**src/rtl/sdm_pkg.sv**
```systemverilog
package sdm_pkg;

    typedef enum logic [2:0] {
        ST_IDLE,
        ST_PALL,
        ST_TRP,
        ST_MRS,
        ST_TMRD,
        ST_DONE
    } sdm_state_e;

    typedef struct packed {
        logic ras_n;
        logic cas_n;
        logic we_n;
    } sdm_cmd_t;

    localparam sdm_cmd_t CMD_NOP  = '{ras_n: 1'b1, cas_n: 1'b1, we_n: 1'b1};
    localparam sdm_cmd_t CMD_PALL = '{ras_n: 1'b0, cas_n: 1'b1, we_n: 1'b0};
    localparam sdm_cmd_t CMD_MRS  = '{ras_n: 1'b0, cas_n: 1'b0, we_n: 1'b0};

endpackage

```
**src/rtl/sdm_win_decode.sv**
```systemverilog
module sdm_win_decode #(
    parameter int              ADDR_W   = 26,
    parameter int              WIN_BITS = 18,
    parameter int              MODE_W   = 16,
    parameter logic [ADDR_W-1:0] BASE_A = 26'h0C0_0000,
    parameter logic [ADDR_W-1:0] BASE_B = 26'h1C0_0000
) (
    input  logic [ADDR_W-1:0] addr,
    input  logic              width32,
    output logic              hit,
    output logic              area,
    output logic [MODE_W-1:0] mode
);
    localparam int N_WIN = 2;
    localparam logic [N_WIN-1:0][ADDR_W-1:0] BASES = {BASE_B, BASE_A};

    logic [N_WIN-1:0]                 win_hit;
    logic [N_WIN-1:0][WIN_BITS-1:0]   win_off;

    for (genvar g = 0; g < N_WIN; g++) begin : g_win
        logic [ADDR_W-1:0] diff;
        assign diff       = addr - BASES[g];
        assign win_hit[g] = ~|diff[ADDR_W-1:WIN_BITS];
        assign win_off[g] = diff[WIN_BITS-1:0];
    end

    logic [WIN_BITS-1:0] off_sel;
    logic [WIN_BITS-1:0] off_shr;

    always_comb begin
        hit     = |win_hit;
        area    = win_hit[1];
        off_sel = win_hit[1] ? win_off[1] : win_off[0];
        off_shr = width32 ? (off_sel >> 2) : (off_sel >> 1);
        mode    = MODE_W'(off_shr);
    end

endmodule

```
**src/rtl/sdm_wait_cnt.sv**
```systemverilog
module sdm_wait_cnt #(
    parameter int CW = 3
) (
    input  logic          clk,
    input  logic          rst_n,
    input  logic          clr,
    input  logic [CW-1:0] limit,
    output logic          last
);
    logic [CW-1:0] cnt;

    always_ff @(posedge clk) begin
        if (!rst_n || clr) cnt <= '0;
        else               cnt <= cnt + 1'b1;
    end

    assign last = (cnt == limit - 1'b1);

endmodule

```
**src/rtl/sdm_area_flags.sv**
```systemverilog
module sdm_area_flags #(
    parameter int N_AREAS = 2
) (
    input  logic               clk,
    input  logic               rst_n,
    input  logic               set_en,
    input  logic               set_idx,
    output logic [N_AREAS-1:0] done
);
    for (genvar g = 0; g < N_AREAS; g++) begin : g_flag
        always_ff @(posedge clk) begin
            if (!rst_n)                                   done[g] <= 1'b0;
            else if (set_en && (int'(set_idx) == g))      done[g] <= 1'b1;
        end
    end

endmodule

```
**src/rtl/sdram_mode_prog.sv**
```systemverilog
module sdram_mode_prog #(
    parameter int              ADDR_W   = 26,
    parameter int              WIN_BITS = 18,
    parameter int              MODE_W   = 16,
    parameter int              AREA_BIT = 24,
    parameter int              PALL_BIT = 10,
    parameter int              TRP      = 3,
    parameter int              TMRD     = 2,
    parameter logic [ADDR_W-1:0] BASE_A = 26'h0C0_0000,
    parameter logic [ADDR_W-1:0] BASE_B = 26'h1C0_0000
) (
    input  logic              clk,
    input  logic              rst_n,
    input  logic              bus_req,
    input  logic              bus_we,
    input  logic [ADDR_W-1:0] bus_addr,
    input  logic              width32,
    output logic              bus_ready,
    output logic              norm_grant,
    output logic [1:0]        sd_cs_n,
    output logic              sd_ras_n,
    output logic              sd_cas_n,
    output logic              sd_we_n,
    output logic [MODE_W-1:0] sd_addr,
    output logic [1:0]        area_done
);
    import sdm_pkg::*;

    localparam int MAX_WAIT = (TRP > TMRD) ? TRP : TMRD;
    localparam int CW       = $clog2(MAX_WAIT + 1);

    sdm_state_e        state, state_nx;
    logic              win_hit, win_area;
    logic [MODE_W-1:0] win_mode;
    logic              area_q;
    logic [MODE_W-1:0] mode_q;
    logic              wait_last;
    logic [CW-1:0]     wait_lim;
    sdm_cmd_t          cmd;
    logic              start;

    sdm_win_decode #(
        .ADDR_W(ADDR_W), .WIN_BITS(WIN_BITS), .MODE_W(MODE_W),
        .BASE_A(BASE_A), .BASE_B(BASE_B)
    ) u_dec (
        .addr(bus_addr), .width32(width32),
        .hit(win_hit), .area(win_area), .mode(win_mode)
    );

    assign wait_lim = (state == ST_TRP) ? CW'(TRP) : CW'(TMRD);

    sdm_wait_cnt #(.CW(CW)) u_wait (
        .clk(clk), .rst_n(rst_n),
        .clr(state == ST_PALL || state == ST_MRS),
        .limit(wait_lim), .last(wait_last)
    );

    sdm_area_flags #(.N_AREAS(2)) u_flags (
        .clk(clk), .rst_n(rst_n),
        .set_en(state == ST_MRS), .set_idx(area_q),
        .done(area_done)
    );

    assign start = (state == ST_IDLE) && bus_req && bus_we && win_hit;

    // state register
    always_ff @(posedge clk) begin
        if (!rst_n) state <= ST_IDLE;
        else        state <= state_nx;
    end

    // request capture: width and window sampled only at start
    always_ff @(posedge clk) begin
        if (!rst_n) begin
            area_q <= 1'b0;
            mode_q <= '0;
        end else if (start) begin
            area_q <= win_area;
            mode_q <= win_mode;
        end
    end

    always_comb begin
        state_nx = state;
        unique case (state)
            ST_IDLE: if (start)     state_nx = ST_PALL;
            ST_PALL:                state_nx = ST_TRP;
            ST_TRP:  if (wait_last) state_nx = ST_MRS;
            ST_MRS:                 state_nx = ST_TMRD;
            ST_TMRD: if (wait_last) state_nx = ST_DONE;
            ST_DONE:                state_nx = ST_IDLE;
            default:                state_nx = ST_IDLE;
        endcase
    end

    // outputs
    always_comb begin
        cmd        = CMD_NOP;
        sd_cs_n    = 2'b11;
        sd_addr    = '0;
        bus_ready  = 1'b0;
        norm_grant = 1'b0;
        unique case (state)
            ST_IDLE: begin
                bus_ready  = bus_req && !bus_we && win_hit;
                norm_grant = bus_req && !win_hit && area_done[bus_addr[AREA_BIT]];
            end
            ST_PALL: begin
                cmd               = CMD_PALL;
                sd_cs_n[area_q]   = 1'b0;
                sd_addr[PALL_BIT] = 1'b1;
            end
            ST_MRS: begin
                cmd             = CMD_MRS;
                sd_cs_n[area_q] = 1'b0;
                sd_addr         = mode_q;
            end
            ST_DONE: bus_ready = 1'b1;
            default: ;
        endcase
    end

    assign sd_ras_n = cmd.ras_n;
    assign sd_cas_n = cmd.cas_n;
    assign sd_we_n  = cmd.we_n;

endmodule

```
**config.mk**
```make
export PLATFORM = sky130hd
export DESIGN_NAME = sdram_mode_prog
export DESIGN_NICKNAME = d
export VERILOG_FILES = /design/src/rtl/sdm_pkg.sv /design/src/rtl/sdm_win_decode.sv /design/src/rtl/sdm_wait_cnt.sv /design/src/rtl/sdm_area_flags.sv /design/src/rtl/sdram_mode_prog.sv
export SDC_FILE = /design/constraint.sdc
export NUM_CORES = 1
export LEC_CHECK = 0
export BUFFER_PORTS_ARGS = -buffer_cell sky130_fd_sc_hd__buf_2
export CORE_MARGIN = 2
export CORE_UTILIZATION = 48
export DETAILED_ROUTE_END_ITERATION = 10
export PLACE_DENSITY = 0.89
export SETUP_SLACK_MARGIN = 0.2
export SLEW_MARGIN = 20
export SYNTH_ARGS = -nofsm -noshare
export SYNTH_HDL_FRONTEND = slang
export SYNTH_HIERARCHICAL = 1
export SYNTH_SLANG_ARGS = --single-unit
```
**constraint.sdc**
```tcl
create_clock -name clk -period 1.93 [get_ports clk]
set_input_delay 0 -clock clk [delete_from_list [all_inputs] [get_ports clk]]
set_output_delay 0 -clock clk [all_outputs]
set_load 0.005 [all_outputs]
```
==> out/qor.csv <==
stage,metric,value,unit
clocking,CTS-repair resized insts,0,
run_status,outcome,"finished, final reports clean",
critical_path,Worst R2R Setup Slack,0.46,ns
logic_synthesis,"FF+latch count, synth",24,
sta,Max Slew Vio Count,0,
logic_synthesis,YS warnings,6,
critical_path,CP Cell Sequence,and2b_2 > and2_1 > inv_1 > buf_2,
floorplanning,Die Y,59.2,um
global_routing,gr usage total,17.9,%
critical_path,crit path max fanout,20,
logic_synthesis,"FFs w/ async S/R, synth",0,%
floorplanning,I/O pins,56,
final_layout,diode count,0,
global_routing,largest net degree at the start of global routing,41,
global_routing,layer with the highest usage,met2,
global_routing,initial antenna violation count,0,
clocking,CTS root buffer,clkbuf_4,
sta,Tightest Pin Transition,0.651,ns
power_and_ir_drop,LEAKAGE,0.815,nW
routing,TritonRoute pass-1 iters,4,
final_layout,# fillers,277,
logic_synthesis,post-synth cell types,36,
logic_synthesis,net count after synthesis,192,
placement,Post-DP Area,1710,um2
clocking,CTS Sinks,24,
logic_synthesis,sequential area share after synthesis,32.9,%
floorplanning,core area,2980,um2
sta,post-layout min period,1.58,ns
sta,fin crit share,81.9,%
critical_path,crit path capture type,primary output,
logic_synthesis,area share of the largest cell type after synthesis,32.9,%
logic_synthesis,Syn Inst Count,161,
logic_synthesis,synth top area cells,"dfxtp_1 33%, mux2i_1 13%, mux2_2 12%",
logic_synthesis,Post-Syn Area per Cell,9.07,um2
placement,Port Buf Inserts,54,
floorplanning,row count,20,
sta,final setup fails,0,
critical_path,startpoint class of the critical path,register,
job,maxcap violations,0,
placement,Post-DP HPWL,2150,um
critical_path,CP bufs+invs,2,
global_routing,total global routing overflow,0,
sta,Final Hold Fails,0,
sta,setup TNS,0,ns
clocking,Post-CTS Setup Repair Bufs,0,
hold_path,Hold Path Class,input port to register,
final_layout,nets@finish,241,
floorplanning,die area,3500,um2
final_layout,area grow syn2layout,20.0,%
clocking,# hold bufs at CTS,1,
critical_path,Worst EP arrival,1.58,ns
logic_synthesis,most common cell in the netlist,nand2_1,
critical_path,crit-path leading delay family,simple AND/OR/NAND/NOR gates,
global_routing,met1 GRT Util,18.9,%
critical_path,Critical Path Slowest Stage Cell,dfxtp_1,
logic_synthesis,Yosys top cell by area,dfxtp_1,
routing,wire per inst,12.5,um
logic_synthesis,most frequent cells after synthesis,"37 x nand2_1, 24 x dfxtp_1, 19 x mux2i_1, 16 x mux2_2, 15 x and3_1",
routing,DRT iter0 DRCs,23,
final_layout,share of layout cells above drive strength 1,39.2,%
clocking,CTS tree,built,
global_routing,met3 Use GR,5.02,%
global_routing,first-pass GRT wire length,4820,um
final_layout,non-filler instance count after layout,242,
power_and_ir_drop,VDD IR max,0.408,mV
routing,Vias,1247,
routing,Via density,5.15,
clocking,Worst-path clk slew,0.13,ns
clocking,Clock Latency Late Sink,0.31,ns
clocking,Num CTS Buffers,3,
clocking,Clock Path Buffers,2,
placement,dpl cells,237,
clocking,htree depth,1,
sta,fmax,633,MHz
floorplanning,Initial Utilization,49.0,%
global_routing,met2 Resource Use GR,34.6,%
critical_path,WS Path Type,register to primary output,
logic_synthesis,Main synth FF type,dfxtp_1,
routing,Routed WL,3030,um
placement,Final GP Congestion,0.726,
global_routing,vias in the first global route,1179,
logic_synthesis,Synth Cell Area,1460,um2
routing,ANT nets after route,0,
sta,clock skew,0.00323,ns
sta,Slew HR,56.6,%
critical_path,CP peak stage delay,0.48,ns
final_layout,post-route cell area,1750,um2
logic_synthesis,number of synthesized flops with an enable pin,0,
floorplanning,die width,59.2,um
critical_path,Worst Path Required,1.93,ns
sta,RSZ-0062 raised after global routing,false,
routing,DRC viols,0,
power_and_ir_drop,P per Cell Area,502,nW/um2
## worst reg2reg max path, cell delays in order, from the launching register on
cell	delay [ns]
dfxtp_1	0.47
and2b_2	0.37
and2_1	0.24
nor2b_1	0.13
o21a_1	0.17
## sequential cells by signal, indices dropped and copies added, names as in the netlist
| signal | flops |
|---|---|
| u_wait/cnt | 2 |
| mode_q | 16 |
| area_q | 1 |
| u_flags/done | 2 |
| state | 3 |
## placed cells by master (no fill, tap or decap), types with 3 or more instances in the layout
cell	count
and3_1	15
buf_2	54
clkbuf_4	3
dfxtp_1	24
inv_1	4
mux2_2	16
mux2i_1	19
nand2_1	37
nand2b_1	3
nor2_1	4
xnor2_1	3
## routing by layer
layer  routed length, um  share of wire [%]
met1                1340                 44
met2                1530                 50
met3                 132                4.4
met4                  29               0.96
met5                   0                  0
## report_power, final
part           internal, mW  switching [mW]  leakage, nW  total [mW]
Combinational        0.0645          0.0523        0.600       0.117
Clock                 0.115           0.143       0.0210       0.258
Sequential            0.500         0.00383        0.194       0.504
## cell type report
type	count	area [um2]	share of cell area, %
well taps	33	41.3	2.36
multi-input cells	120	871	49.7
inverters	4	15.0	0.857
repair buffers	57	308	17.6
clock buffers	4	36.3	2.07
flip-flops and latches	24	480	27.4
## final timing paths
| path | from | end | cells after the start |
|---|---|---|---|
| min | bus_addr[20] | area_q | 5 |
| max reg2reg | state[2] | u_flags/done[0] | 4 |
| min reg2reg | mode_q[9] | mode_q[9] | 2 |
| max | state[0] | sd_cas_n | 4 |
## through the flow
| stage | hold slack [ns] | util, % | worst slack, ns | power (mW) |
|---|---|---|---|---|
| floorplan | 0.0818 | - | 0.275 | 0.590 |
| global placement | 0.304 | 57.3 | 0.146 | 0.626 |
| detailed placement | 0.324 | 57.3 | 0.118 | 0.629 |
| CTS | 0.0640 | 58.8 | 0.329 | 0.891 |
| global route | 0.0747 | 58.8 | 0.228 | 0.919 |
| finish | 0.0740 | 58.8 | 0.349 | 0.879 |
## cell families after synthesis
kind of cell / count (synthesis) / synth area share [%]
AOI/OAI and AO/OA: 6 / 3.00
buffers and inverters: 17 / 8.23
and+or+nand+nor: 74 / 27.8
DFF: 24 / 32.9
xor gates and xnor gates: 4 / 2.40
other: 1 / 0.257
muxes: 35 / 25.4
No activity file was read; power rests on OpenSTA's default activity.
